--- src/rtl/nfc_pkg.sv ---
package nfc_pkg;

   typedef enum logic [1:0] {
      FC_BENIGN  = 2'd0,
      FC_CONTRIB = 2'd1,
      FC_PAGE    = 2'd2,
      FC_DOUBLE  = 2'd3
   } fault_cls_e;

endpackage

--- src/rtl/nfc_vec_classify.sv ---
module nfc_vec_classify #(
   parameter int VEC_W      = 5,
   parameter int DIV_VEC    = 0,
   parameter int CONTRIB_LO = 10,
   parameter int CONTRIB_HI = 13,
   parameter int PF_VEC     = 14,
   parameter int DF_VEC     = 8
) (
   input  logic [VEC_W-1:0]   vec_i,
   output nfc_pkg::fault_cls_e cls_o
);
   localparam logic [VEC_W-1:0] DIV_V = VEC_W'(DIV_VEC);
   localparam logic [VEC_W-1:0] LO_V  = VEC_W'(CONTRIB_LO);
   localparam logic [VEC_W-1:0] HI_V  = VEC_W'(CONTRIB_HI);
   localparam logic [VEC_W-1:0] PF_V  = VEC_W'(PF_VEC);
   localparam logic [VEC_W-1:0] DF_V  = VEC_W'(DF_VEC);

   always_comb begin
      if (vec_i == DF_V)
         cls_o = nfc_pkg::FC_DOUBLE;
      else if (vec_i == PF_V)
         cls_o = nfc_pkg::FC_PAGE;
      else if ((vec_i == DIV_V) || ((vec_i >= LO_V) && (vec_i <= HI_V)))
         cls_o = nfc_pkg::FC_CONTRIB;
      else
         cls_o = nfc_pkg::FC_BENIGN;
   end
endmodule

--- src/rtl/nfc_escalate.sv ---
module nfc_escalate #(
   parameter bit VEXIT_EN = 1'b1
) (
   input  logic                fire_i,
   input  logic                icpt_i,
   input  nfc_pkg::fault_cls_e pend_cls_i,
   input  nfc_pkg::fault_cls_e new_cls_i,
   output logic                to_double_o,
   output logic                halt_o,
   output logic                halt_shut_o,
   output logic                halt_vexit_o
);
   import nfc_pkg::*;

   logic pair_cc;
   logic pair_pf;

   assign pair_cc = (pend_cls_i == FC_CONTRIB) && (new_cls_i == FC_CONTRIB);
   assign pair_pf = (pend_cls_i == FC_PAGE) &&
                    ((new_cls_i == FC_CONTRIB) || (new_cls_i == FC_PAGE));

   assign halt_o      = fire_i && (pend_cls_i == FC_DOUBLE);
   assign to_double_o = fire_i && !halt_o && (pair_cc || pair_pf);

   if (VEXIT_EN) begin : g_vexit
      assign halt_vexit_o = halt_o && icpt_i;
      assign halt_shut_o  = halt_o && !icpt_i;
   end else begin : g_no_vexit
      logic unused_icpt;
      assign unused_icpt  = icpt_i;
      assign halt_vexit_o = 1'b0;
      assign halt_shut_o  = halt_o;
   end
endmodule

--- src/rtl/nfc_pend_reg.sv ---
module nfc_pend_reg #(
   parameter int VEC_W = 5
) (
   input  logic                clk_i,
   input  logic                rst_ni,
   input  logic                raise_i,
   input  logic                sw_int_i,
   input  logic                halt_i,
   input  logic                clear_i,
   input  logic [VEC_W-1:0]    fin_vec_i,
   input  nfc_pkg::fault_cls_e fin_cls_i,
   output logic [VEC_W-1:0]    pend_q_o
);
   localparam logic [VEC_W-1:0] IDLE_V = {VEC_W{1'b1}};

   logic [VEC_W-1:0] pend_q;
   logic             take;

   assign take = raise_i && !sw_int_i && !halt_i &&
                 (fin_cls_i != nfc_pkg::FC_BENIGN);

   always_ff @(posedge clk_i or negedge rst_ni) begin
      if (!rst_ni)
         pend_q <= IDLE_V;
      else if (raise_i) begin
         if (take)
            pend_q <= fin_vec_i;
      end else if (clear_i)
         pend_q <= IDLE_V;
   end

   assign pend_q_o = pend_q;
endmodule

--- src/rtl/nested_fault_classifier.sv ---
module nested_fault_classifier #(
   parameter int VEC_W      = 5,
   parameter int ERR_W      = 32,
   parameter int DIV_VEC    = 0,
   parameter int CONTRIB_LO = 10,
   parameter int CONTRIB_HI = 13,
   parameter int PF_VEC     = 14,
   parameter int DF_VEC     = 8,
   parameter bit VEXIT_EN   = 1'b1
) (
   input  logic             clk_i,
   input  logic             rst_ni,
   input  logic             raise_i,
   input  logic [VEC_W-1:0] vec_i,
   input  logic [ERR_W-1:0] err_i,
   input  logic             sw_int_i,
   input  logic             guest_icpt_i,
   input  logic             clear_i,
   output logic             out_valid_o,
   output logic [VEC_W-1:0] out_vec_o,
   output logic [ERR_W-1:0] out_err_o,
   output logic             shutdown_o,
   output logic             vexit_o
);
   import nfc_pkg::*;

   localparam int               VEC_MAX = (1 << VEC_W) - 1;
   localparam logic [VEC_W-1:0] DF_V    = VEC_W'(DF_VEC);

   if (VEC_W < 4 || VEC_W > 8) begin : g_bad_vec_w
      $error("VEC_W must lie in 4..8");
   end
   if (ERR_W < 1) begin : g_bad_err_w
      $error("ERR_W must be positive");
   end
   if (CONTRIB_LO > CONTRIB_HI || CONTRIB_HI >= VEC_MAX) begin : g_bad_range
      $error("contributory range invalid or covers the idle code");
   end
   if (PF_VEC >= VEC_MAX || DF_VEC >= VEC_MAX || DIV_VEC >= VEC_MAX) begin : g_bad_special
      $error("special vectors must differ from the idle code");
   end
   if (PF_VEC == DF_VEC) begin : g_bad_alias
      $error("page-fault and double-fault vectors must differ");
   end

   fault_cls_e       new_cls;
   fault_cls_e       pend_cls;
   fault_cls_e       fin_cls;
   logic [VEC_W-1:0] pend_q;
   logic [VEC_W-1:0] fin_vec;
   logic [ERR_W-1:0] fin_err;
   logic             fire;
   logic             to_double;
   logic             halt;
   logic             halt_shut;
   logic             halt_vexit;

   assign fire = raise_i && !sw_int_i;

   nfc_vec_classify #(
      .VEC_W(VEC_W), .DIV_VEC(DIV_VEC), .CONTRIB_LO(CONTRIB_LO),
      .CONTRIB_HI(CONTRIB_HI), .PF_VEC(PF_VEC), .DF_VEC(DF_VEC)
   ) u_cls_new (
      .vec_i (vec_i),
      .cls_o (new_cls)
   );

   nfc_vec_classify #(
      .VEC_W(VEC_W), .DIV_VEC(DIV_VEC), .CONTRIB_LO(CONTRIB_LO),
      .CONTRIB_HI(CONTRIB_HI), .PF_VEC(PF_VEC), .DF_VEC(DF_VEC)
   ) u_cls_pend (
      .vec_i (pend_q),
      .cls_o (pend_cls)
   );

   nfc_escalate #(
      .VEXIT_EN(VEXIT_EN)
   ) u_esc (
      .fire_i       (fire),
      .icpt_i       (guest_icpt_i),
      .pend_cls_i   (pend_cls),
      .new_cls_i    (new_cls),
      .to_double_o  (to_double),
      .halt_o       (halt),
      .halt_shut_o  (halt_shut),
      .halt_vexit_o (halt_vexit)
   );

   assign fin_vec = to_double ? DF_V : vec_i;
   assign fin_err = to_double ? '0 : err_i;
   assign fin_cls = to_double ? FC_DOUBLE : new_cls;

   nfc_pend_reg #(
      .VEC_W(VEC_W)
   ) u_pend (
      .clk_i     (clk_i),
      .rst_ni    (rst_ni),
      .raise_i   (raise_i),
      .sw_int_i  (sw_int_i),
      .halt_i    (halt),
      .clear_i   (clear_i),
      .fin_vec_i (fin_vec),
      .fin_cls_i (fin_cls),
      .pend_q_o  (pend_q)
   );

   always_ff @(posedge clk_i or negedge rst_ni) begin
      if (!rst_ni) begin
         out_valid_o <= 1'b0;
         out_vec_o   <= '0;
         out_err_o   <= '0;
         shutdown_o  <= 1'b0;
         vexit_o     <= 1'b0;
      end else begin
         out_valid_o <= raise_i && !halt;
         out_vec_o   <= (raise_i && !halt) ? fin_vec : '0;
         out_err_o   <= (raise_i && !halt) ? fin_err : '0;
         shutdown_o  <= halt_shut;
         vexit_o     <= halt_vexit;
      end
   end
endmodule

--- config.mk ---
export PLATFORM = sky130hd
export DESIGN_NAME = nested_fault_classifier
export DESIGN_NICKNAME = d
export VERILOG_FILES = /design/src/rtl/nfc_pkg.sv /design/src/rtl/nfc_vec_classify.sv /design/src/rtl/nfc_escalate.sv /design/src/rtl/nfc_pend_reg.sv /design/src/rtl/nested_fault_classifier.sv
export SDC_FILE = /design/constraint.sdc
export NUM_CORES = 1
export LEC_CHECK = 0
export ABC_AREA = 0
export BUFFER_PORTS_ARGS = -buffer_cell sky130_fd_sc_hd__buf_2
export CORE_ASPECT_RATIO = 2
export CORE_MARGIN = 4
export CORE_UTILIZATION = 31
export DETAILED_ROUTE_END_ITERATION = 12
export GPL_TIMING_DRIVEN = 0
export PLACE_DENSITY_LB_ADDON = 0.05
export SKIP_CTS_REPAIR_TIMING = 1
export SLEW_MARGIN = 10
export SYNTH_ARGS = -nofsm -noshare
export SYNTH_HDL_FRONTEND = slang
export SYNTH_HIERARCHICAL = 1
export SYNTH_SLANG_ARGS = --single-unit
--- constraint.sdc ---
create_clock -name clk_i -period 4.5 [get_ports clk_i]
set_input_delay 0.675 -clock clk_i [delete_from_list [all_inputs] [get_ports clk_i]]
set_output_delay 0.675 -clock clk_i [all_outputs]
set_load 0.02 [all_outputs]
==> results.md <==
- Clock Tree Buf Depth: 2
- Maximum fanout along the worst path: 8
- Maximum vdd drop: 0.219 mV
- Die area: 7130 sq um
- Largest net degree at the start of global routing: 46
- TritonCTS Sinks: 45
- Fin crit share: 62.8%
- Slew headroom: 36.6%
- H-tree Lvls: 2
- Synth area leader: dfrtp_1
- WS Path Type: primary input to register
- Placed Cells: 270
- Layout area overhead: 33.6%
- DP HPWL: 3.14 mm
- Share of synthesized registers carrying an async set or reset: 100%
- Worst r2r dst: u_pend/pend_q_o[4]
- Layout Cells excl Fill: 278
- Number of global-route vias before repair: 1281
- CP Launch Type: primary input
- F_max: 0.354 GHz
- Post-synth cell types: 23
- Top_reg_cell synth: dfrtp_1
- Synth Instances: 128
- Hold/Removal Path Class: primary input to asynchronous set/reset pin
- Worst reg-to-reg setup slack: 1.68 ns
- Routed len/inst: 14.0 um
- Pleak: 1.27 nW
- PnR worst setup slack: 1.67 ns
- R2R Path Start: u_pend/pend_q_o[3]
- Core Region: 5520 sq um
- Starting Density: 32.5%
- #FFs+latches synth: 45
- Top cells by count, synth: dfrtp_1 (40), and2_1 (38), nand2b_1 (6)
- Most frequent cell after synthesis: dfrtp_1
- Final core occ: 43.4%
- Post-synth EDFFs: 0
- Clock Root Buffer: clkbuf_8
- Critical Path End Type: register
- RSZ-0062 raised after global routing: no
- Layout cells sized above 1: 50.9%
- Synth top area cells: dfrtp_1 (56%), and2_1 (13%), dfstp_2 (7.3%), mux2_4 (4.2%), nand2b_1 (2.1%)
- Initial antenna violation count: 0
- Std-Cell Rows: 38
- Ys Warns: 6
- Die width: 61.8 um
- DP Worst Slack: 1.34 ns
- Sequential cell area: 1130 sq um
- CTS tree: yes
- # diodes: 0
- Via count: 1214
- Cell Pwr Density: 358 nW/um^2
- Sequential element share of the synthesized area: 63.2%
- IO buf count: 82
- Syn Nets: 172
- Global-route usage over all layers: 11.6%
- Clock skew: 0.00521 ns
- Worst Tran Pin Value: 0.951 ns
- Die height: 116 um
- Reg clk slew, reported paths: 0.08 ns
- Drt first-iter violations: 53
- IO Count: 83
- Worst-Skew Late Latency: 0.28 ns
- Min Tclk post-route: 2.83 ns
- Critical path arrival: 3.04 ns
- Vias per cell: 4.37
- Post-Syn Area: 1790 sq um
- Worst EP required: 4.71 ns
- RePlAce Congestion: 0.733
- Footprint of the multi-input gates: 622 sq um
- Synth top area share: 55.9%
- Number of max-cap violations: 0
- Critical Path Sink: u_pend/pend_q_o[4]
- Crit path from: vec_i[2]
- Setup violators final: 0
- Setup_tns: 0 ns
- Drt first pass iters: 3
- DRC: 0
- First-pass GRT wire length: 5.98 mm
- Fin. Hold Viols: 0
- R2r worst-path depth: 7
- GR Overflow Total: 0
- Total wire length: 3.89 mm
- TritonCTS buffer count: 5
- Status: complete, no violations
- Slew Limit Fails: 0
- Post-synthesis average cell area: 14.0 sq um
- Antenna Violating Nets Remaining: 0
- Layout Nets: 261
- # fillers: 534
[per-layer routing]
metal / part of all wire, % / global-route usage [%]
met1: 31 / 10.6
met2: 58 / 22.1
met3: 8.3 / 3.34
met4: 1.8 / 4.67
met5: 0 / 0
[logic make-up (layout without fill, tap and decap cells)]
logic type               count (synthesis)  count (layout)  synth area share, %
AO/OA/AOI/OAI                            3               3                 2.16
XOR/XNOR                                 2               2                0.978
adder cells (fa/ha/maj)                  1               1                0.698
buffers and inverters                    4              94                 2.09
flip-flops                              45              45                 63.2
multiplexers                             5               5                 4.19
AND/OR/NAND/NOR                         68              68                 26.7
[cells in the final DEF, fill, tap and decap left out, types with 2 or more instances in the layout]
cell type   n
o41ai_1     2
dfstp_2     5
and2b_1     4
and2b_2     2
nand2b_1    6
buf_2      82
xor2_1      2
buf_6       3
mux2_4      5
or4bb_1     2
or2_2       3
dfrtp_1    40
nor4b_1     2
clkbuf_8    6
nor2b_1     5
and2_1     38
[critical path: stages]
cell,delay (ns)
buf_2,0.13
xor2_1,0.16
nor4b_1,0.38
inv_1,0.09
ha_1,0.28
nand4bb_1,0.12
nand2_1,0.19
or2_2,0.37
o211ai_4,0.31
mux2_4,0.33
[area by class of cell]
cell class,instances,share of cell area (%)
flip-flops and latches,45,47.3
multi-input cells,79,26.0
repair buffers,82,17.1
clock buffers,7,3.61
well taps,60,3.14
plain buffers,3,1.41
clock inverters,1,1.25
inverters,1,0.157
[per-stage QoR]
stage	cell area, sq um	power, W	hold WS (ns)
floorplan	1790	0.000510	0.379
global placement	2280	0.000562	0.745
detailed placement	2280	0.000566	0.750
CTS	2390	0.000876	0.558
global route	2390	0.000909	0.568
finish	2390	0.000858	0.534
[power breakdown]
group          switching, W  internal (W)  total [W]
registers        0.00000822      0.000429   0.000438
clock network      0.000122      0.000181   0.000303
logic             0.0000633     0.0000536   0.000117
total              0.000194      0.000664   0.000858
[sequential cells by signal, indices dropped and copies added, names as in the netlist]
register,flops
out_err_o,32
out_valid_o,1
out_vec_o,5
shutdown_o,1
u_pend/pend_q_o,5
vexit_o,1
[worst min path at each step]
stage,from,endpoint,depth (start not counted)
after floorplan,rst_ni,out_err_o[0],0
after global placement,u_pend/pend_q_o[0],u_pend/pend_q_o[0],2
after detailed placement,u_pend/pend_q_o[0],u_pend/pend_q_o[0],2
after CTS,rst_ni,out_err_o[14],1
after global routing,err_i[8],out_err_o[8],2
final,rst_ni,out_err_o[14],1
No activity file was read; power rests on OpenSTA's default activity.
